File: src/rtl/booth_pkg.sv
package booth_pkg;
  // Action chosen from the pair (current multiplier LSB, previous bit)
  typedef enum logic [1:0] {
    OP_HOLD = 2'd0,
    OP_ADD  = 2'd1,
    OP_SUB  = 2'd2
  } booth_op_e;
endpackage

File: src/rtl/booth_recode.sv
module booth_recode
  import booth_pkg::*;
(
  input  logic      cur_bit,
  input  logic      prev_bit,
  output booth_op_e op
);
  always_comb begin
    unique case ({cur_bit, prev_bit})
      2'b01:   op = OP_ADD;
      2'b10:   op = OP_SUB;
      default: op = OP_HOLD;
    endcase
  end
endmodule

File: src/rtl/booth_addsub.sv
module booth_addsub
  import booth_pkg::*;
#(
  parameter int W = 5
) (
  input  logic [W-1:0] acc,
  input  logic [W-1:0] operand,
  input  booth_op_e    op,
  output logic [W-1:0] result
);
  always_comb begin
    unique case (op)
      OP_ADD:  result = acc + operand;
      OP_SUB:  result = acc + (~operand) + W'(1);
      default: result = acc;
    endcase
  end
endmodule

File: src/rtl/booth_ctrl.sv
module booth_ctrl #(
  parameter int N = 4
) (
  input  logic clk,
  input  logic rst,
  input  logic start,
  output logic accept,
  output logic step,
  output logic busy,
  output logic done
);
  localparam int CW = (N > 2) ? $clog2(N) : 1;

  logic [CW-1:0] cnt_q;
  logic          busy_q;
  logic          done_q;
  logic          last;

  assign accept = start && !busy_q;
  assign step   = busy_q;
  assign last   = busy_q && (cnt_q == CW'(N - 1));
  assign busy   = busy_q;
  assign done   = done_q;

  always_ff @(posedge clk) begin
    if (rst) begin
      busy_q <= 1'b0;
      done_q <= 1'b0;
      cnt_q  <= '0;
    end else begin
      done_q <= last;
      if (accept) begin
        busy_q <= 1'b1;
        cnt_q  <= '0;
      end else if (busy_q) begin
        cnt_q <= cnt_q + CW'(1);
        if (last) busy_q <= 1'b0;
      end
    end
  end
endmodule

File: src/rtl/booth_seq_mult.sv
module booth_seq_mult
  import booth_pkg::*;
#(
  parameter int N = 4
) (
  input  logic           clk,
  input  logic           rst,
  input  logic           start,
  input  logic [N-1:0]   multiplicand,
  input  logic [N-1:0]   multiplier,
  output logic           busy,
  output logic           done,
  output logic [2*N-1:0] product
);
  localparam int UW = N + 1;  // accumulator width keeps the sign of -(-2^(N-1))

  logic [N-1:0]  mcand_q;
  logic [N-1:0]  mplier_q;
  logic          xprev_q;
  logic [UW-1:0] upper_q;
  logic [N-1:0]  lower_q;
  logic [UW-1:0] sum;
  booth_op_e     op;
  logic          accept;
  logic          step;

  booth_ctrl #(.N(N)) ctrl_i (
    .clk    (clk),
    .rst    (rst),
    .start  (start),
    .accept (accept),
    .step   (step),
    .busy   (busy),
    .done   (done)
  );

  booth_recode recode_i (
    .cur_bit  (mplier_q[0]),
    .prev_bit (xprev_q),
    .op       (op)
  );

  booth_addsub #(.W(UW)) addsub_i (
    .acc     (upper_q),
    .operand ({mcand_q[N-1], mcand_q}),
    .op      (op),
    .result  (sum)
  );

  always_ff @(posedge clk) begin
    if (rst) begin
      mcand_q  <= '0;
      mplier_q <= '0;
      xprev_q  <= 1'b0;
      upper_q  <= '0;
      lower_q  <= '0;
    end else if (accept) begin
      mcand_q  <= multiplicand;
      mplier_q <= multiplier;
      xprev_q  <= 1'b0;
      upper_q  <= '0;
      lower_q  <= '0;
    end else if (step) begin
      // arithmetic right shift of {upper, lower} after the add/sub
      upper_q  <= {sum[UW-1], sum[UW-1:1]};
      lower_q  <= {sum[0], lower_q[N-1:1]};
      // rotate the multiplier; remember the bit leaving the bottom
      xprev_q  <= mplier_q[0];
      mplier_q <= {mplier_q[0], mplier_q[N-1:1]};
    end
  end

  assign product = {upper_q[N-1:0], lower_q};
endmodule

File: config.mk
export PLATFORM = sky130hd
export DESIGN_NAME = booth_seq_mult
export DESIGN_NICKNAME = d
export VERILOG_FILES = /design/src/rtl/booth_pkg.sv /design/src/rtl/booth_recode.sv /design/src/rtl/booth_addsub.sv /design/src/rtl/booth_ctrl.sv /design/src/rtl/booth_seq_mult.sv
export SDC_FILE = /design/constraint.sdc
export NUM_CORES = 1
export LEC_CHECK = 0
export ABC_AREA = 1
export ABC_CLOCK_PERIOD_IN_PS = 2400
export BUFFER_PORTS_ARGS = -buffer_cell sky130_fd_sc_hd__buf_2
export CAP_MARGIN = 5
export CORE_ASPECT_RATIO = 1.2
export CORE_MARGIN = 2
export CORE_UTILIZATION = 45
export CTS_CLUSTER_SIZE = 28
export DETAILED_ROUTE_END_ITERATION = 16
export PLACE_DENSITY = 0.66
export RECOVER_POWER = 50
export SYNTH_ARGS = -nofsm -noshare
export SYNTH_HDL_FRONTEND = slang
export SYNTH_HIERARCHICAL = 1
export SYNTH_SLANG_ARGS = --single-unit
File: constraint.sdc
create_clock -name clk -period 2.4 [get_ports clk]
set_input_delay 0.24 -clock clk [delete_from_list [all_inputs] [get_ports clk]]
set_output_delay 0.24 -clock clk [all_outputs]
set_load 0.1 [all_outputs]
## Word-level counts from Yosys, hierarchy flattened

Index checks and enable logic that the tools add are counted.

| storage, ports and cells | value |
|---|---|
| logic and storage cells | 30 |
| output and inout bits | 10 |
| flip-flop bits (word level) | 21 |
| input port bits | 11 |

| operators by class | value |
|---|---|
| bitwise operators | 1 |
| mux-type cells | 7 |
| reductions and logical operators | 5 |
| add/sub/neg operators | 4 |
| eq/ne operators | 5 |

Operators by type and width:

| kind | count |
|---|---|
| $pmux 5 s2 | 1 |
| $mux 4 | 2 |
| $eq 2x2->1 const B | 3 |
| $add 4x4->5 | 1 |
| $add 5x1->5 const B | 1 |
| $add 5x5->5 | 1 |
| $not 5->5 | 1 |
| $eq 2x1->1 const B | 2 |
| $pmux 2 s2 | 1 |
| $mux 1 | 3 |
| $add 2x1->2 const B | 1 |
| $logic_and 1x1->1 | 2 |
| $reduce_bool 2->1 | 1 |
| $reduce_or 2->1 | 1 |
| $logic_not 1->1 | 1 |

## Depth between registers and ports, before layout

| logic depth | value |
|---|---|
| depth in word-level cells | 5 |
| gate-level depth with buffers | 14 |
| mapped depth without buffers | 14 |

## Modules after synthesis

Netlist, hierarchy kept.

Modules (own cells, without submodules):

| module | area an instance (µm²) | cells an instance | times used | seq. area each (µm²) |
|---|---|---|---|---|
| booth_seq_mult | 684.4 | 90 | 1 | 340.3 |
| booth_addsub | 475.5 | 86 | 1 | 0.0 |
| booth_ctrl | 183.9 | 27 | 1 | 80.1 |
| booth_recode | 15.0 | 4 | 1 | 0.0 |

## Least setup slack after synthesis

OpenSTA, ideal clock, no wires.

| timing path | value |
|---|---|
| path type | reg-to-reg |
| start point | reg, netlist name upper_q[3] |
| end point | reg, netlist name upper_q[3] |
| path slack | 147 ps |
| period minus slack after synthesis | 2253 ps |
| library setup time | 119 ps |
| stages on the path, launching flop included | 11 |
| arrival | 2135 ps |
| path buffers | 0 |
| data required time | 2281 ps |
| cell sequence | dfxtp_1 > ha_1 > or2_1 > nand2_1 > nand2_1 > nand3_1 > nand2_1 > nand2_1 > nand2_1 > o21ai_1 > nor2_1 |

| on the way | value |
|---|---|
| cells in the longest elaborated chain, start to end | 3 |
| elaborated cells on any way between the ends | 4 |
| those cells by class | add/sub: 3; mux: 1 |

RTL lines:

| what | line | source |
|---|---|---|
| $add 5x5->5 | booth_addsub.sv:14 | `OP_SUB: result = acc + (~operand) + W'(1);` |
| $add 5x1->5 | booth_addsub.sv:14 |  |
| $pmux 5 s2 (*) | booth_addsub.sv:12 | `unique case (op)` |
| named net sum[4] | booth_seq_mult.sv:22 | `logic [UW-1:0] sum;` |

The timed path passes the listed nets; every way through them passes the cells marked *.
A chain may end at the register's enable or synchronous reset.

## Worst setup path in the final report

| timing path | value |
|---|---|
| start point | reg upper_q[0] |
| end point | out product[4] |

RTL lines:

| what | line | source |
|---|---|---|
| from (decl) | booth_seq_mult.sv:20 | `logic [UW-1:0] upper_q;` |
| from (signal assigned) | booth_seq_mult.sv:65 | `upper_q <= {sum[UW-1], sum[UW-1:1]};` |
| to (decl) | booth_seq_mult.sv:13 | `output logic [2*N-1:0] product` |

No word-level cell between the ends.

==> qor.txt <==
RUN STATUS
------------------------------------------------------------------------------
Status .......................................................... finished, final reports clean

ROUTING
------------------------------------------------------------------------------
Detailed Routing Iterations Pass 1 ..............................            4
Total length of routed wires ....................................      2.51 mm
Detailed-route wire length per cell .............................      9.60 um
# DRC ...........................................................            0
Routed via count ................................................         1201
Length of routed met3 wiring ....................................        47 um
Uppermost layer routed ..........................................         met4
Routed metal-1 wirelength .......................................      1.27 mm
Detail Route Antenna Nets .......................................            0
Vias per cell ...................................................         4.60
Met2 Wirelength .................................................      1.18 mm
Iteration-0 DRC Markers .........................................           15

LAYOUT
------------------------------------------------------------------------------
Footprint of the multi-input gates ..............................      761 um2
Layout area overhead ............................................        8.20%
Ratio of cells with drive above 1 in the final layout ...........        0.115
Number of antenna cells inserted ................................            0
Layout net count ................................................          252
Combined flip-flop and latch cell area ..........................      420 um2
Most frequent cells in the layout ............................... nand2_1 (58), nor2_1 (35), inv_1 (31)
Most common cell after layout, fill and taps aside ..............      nand2_1
Post-layout util ................................................        0.518
Final-layout fill cell count ....................................          309

CLOCK TREE
------------------------------------------------------------------------------
Library cell used as clock root buffer ..........................     clkbuf_4
CTS resizes .....................................................            0
Clock latency on the worst-skew pair ............................      0.30 ns
Count of H-tree levels built during CTS .........................            1
Hold buffers post-CTS ...........................................            0
Post-CTS Setup Repair Bufs ......................................            0
TritonCTS clock tree ............................................        built
Clock transition at the registers of the reported paths .........      0.11 ns
Number of buffers created by CTS ................................            3
Clock sinks .....................................................           21
Number of buffers between clock root and the deepest sink .......            2

STA
------------------------------------------------------------------------------
Number of pins with negative max-slew slack in the final report .            0
Layout Skew .....................................................   0.00444 ns
Summed negative setup slack over all endpoints ..................         0 ns
Max-slew headroom at the worst pin ..............................        0.211
Tightest Pin Transition .........................................      1.19 ns
Period utilization ..............................................        0.756
Time the final worst path needs with I/O delays and setup .......      1.81 ns
Final number of hold-violating endpoints ........................            0
Endpoints failing setup .........................................            0
Maximum operating frequency .....................................      551 MHz
Setup repair after global routing missed its margin .............        false

CRITICAL PATH
------------------------------------------------------------------------------
Nature of the critical path startpoint ..........................    flip-flop
CP arrival ......................................................      1.57 ns
Critical Path Fanout Max ........................................            4
Chain of cells forming the critical path ........................     clkbuf_1
Combined buffer and inverter count along the critical path ......            1
CP Capture Type ................................................. primary output
Worst Path Class, Setup ......................................... flip-flop to primary output
Cell family with most CP delay .................................. buffers and inverters
Crit path max-delay cell type ...................................     clkbuf_1
Data required, critical path ....................................      2.16 ns
Slowest cell delay on critical path .............................      0.89 ns

GRT
------------------------------------------------------------------------------
Pin count of the biggest net entering global routing ............           15
Grt ovf .........................................................            0
Wire length of the first global-routing pass ....................      4.42 mm
Vias in the first global route ..................................         1097
Antenna violations before repair ................................            0
Global-route total usage across every layer .....................        0.166

WORST HOLD PATH
------------------------------------------------------------------------------
Classification of the worst-slack hold path ..................... primary input to flip-flop

PLACED DESIGN
------------------------------------------------------------------------------
Detailed-placement wirelength estimate ..........................      1.98 mm
Routability congestion estimate from global placement ...........        0.830
Port bufs .......................................................           20

SYNTH
------------------------------------------------------------------------------
Distinct cell type count of the synthesized netlist .............           20
Proportion of synthesized chip area in sequential cells .........        0.309
Post-synthesis instance area ....................................  0.00136 mm2
Net count of the mapped netlist .................................          231
FF+latch count, synth ...........................................           21
Number of standard cells after synthesis ........................          207
Post-synthesis area per instance ................................     6.56 um2
Yosys synthesis warning count ...................................            6

FLOW RUN
------------------------------------------------------------------------------
Max-capacitance violation count .................................            0

DIE
------------------------------------------------------------------------------
Initial core utilization ........................................        0.479
Die footprint ...................................................  0.00348 mm2
Die extent in x .................................................      54.2 um
Num rows ........................................................           21
Die height ......................................................      64.2 um
Ports ...........................................................           21
Core area .......................................................  0.00284 mm2

POWER
------------------------------------------------------------------------------
Lkg Pwr .........................................................     0.786 nW
Maximum vdd ir drop .............................................       306 uV
Power density over the cells ....................................   536 mW/mm2

-- power breakdown --
part           leakage, nW  total [mW]  switching, mW  internal [mW]
logic                0.599       0.230          0.164         0.0665
clock network       0.0150       0.167          0.103         0.0647
registers            0.172       0.390         0.0210          0.369
total                0.786       0.788          0.288          0.501
-- kinds of logic (layout without fill, tap and decap cells) --
family	after synthesis	after routing	synth area share
flip-flops	21	21	0.309
adder cells (fa/ha/maj)	13	13	0.131
buffers and inverters	37	57	0.118
AND/OR/NAND/NOR	113	113	0.343
AO/OA/AOI/OAI	23	23	0.0994
-- state kept, by name, summed over array words and instances, names as in the netlist --
signal,cells
mplier_q,4
ctrl_i/done,1
ctrl_i/cnt_q,2
mcand_q,4
lower_q,4
xprev_q,1
ctrl_i/busy,1
upper_q,4
-- metrics by stage --
stage / instances / cell area (um2) / hold slack [ns] / setup WS, ns / power, mW
2_1_floorplan: 207 / 1360 / 0.312 / 0.147 / 0.595
3_3_place_gp: 257 / 1470 / 0.468 / 0.727 / 0.635
3_5_place_dp: 257 / 1470 / 0.468 / 0.684 / 0.635
4_1_cts: 261 / 1500 / 0.177 / 0.673 / 0.803
5_1_grt: 261 / 1470 / 0.172 / 0.466 / 0.848
6_report: 261 / 1470 / 0.177 / 0.586 / 0.788
-- cell type report --
cell class,count,share of cell area
multi-input combinational,149,0.517
sequential,21,0.286
inverter,32,0.0817
timing repair buffer,21,0.0681
tap,34,0.0289
clock buffer,4,0.0179
-- synth_stat cells (all sizes together) --
cell type | number | share of area
nand3 | 11 | 0.041
o21ai | 10 | 0.037
dfxtp | 21 | 0.31
nor3 | 2 | 0.0074
o22ai | 1 | 0.0046
inv | 32 | 0.088
nand2 | 63 | 0.19
ha | 11 | 0.10
buf | 5 | 0.029
nor2 | 36 | 0.10
or2 | 1 | 0.0046
a21oi | 12 | 0.058
fa | 2 | 0.029
-- layer usage --
layer  vias up  track usage
li1        672            -
met1       517        0.206
met2        10        0.283
met3         2       0.0304
met4         0       0.0469
met5         -            0
-- worst paths after layout --
check                                 from     endpoint  slack [ns]  cells after the start
worst max-delay path            upper_q[0]   product[4]        0.59                      1
worst min-delay path                 start  ctrl_i/busy        0.18                      3
worst max register to register  upper_q[0]   upper_q[3]        0.68                     14
worst min register to register  lower_q[2]   lower_q[1]        0.49                      2
Note: power is estimated with default switching activity, not from simulation.
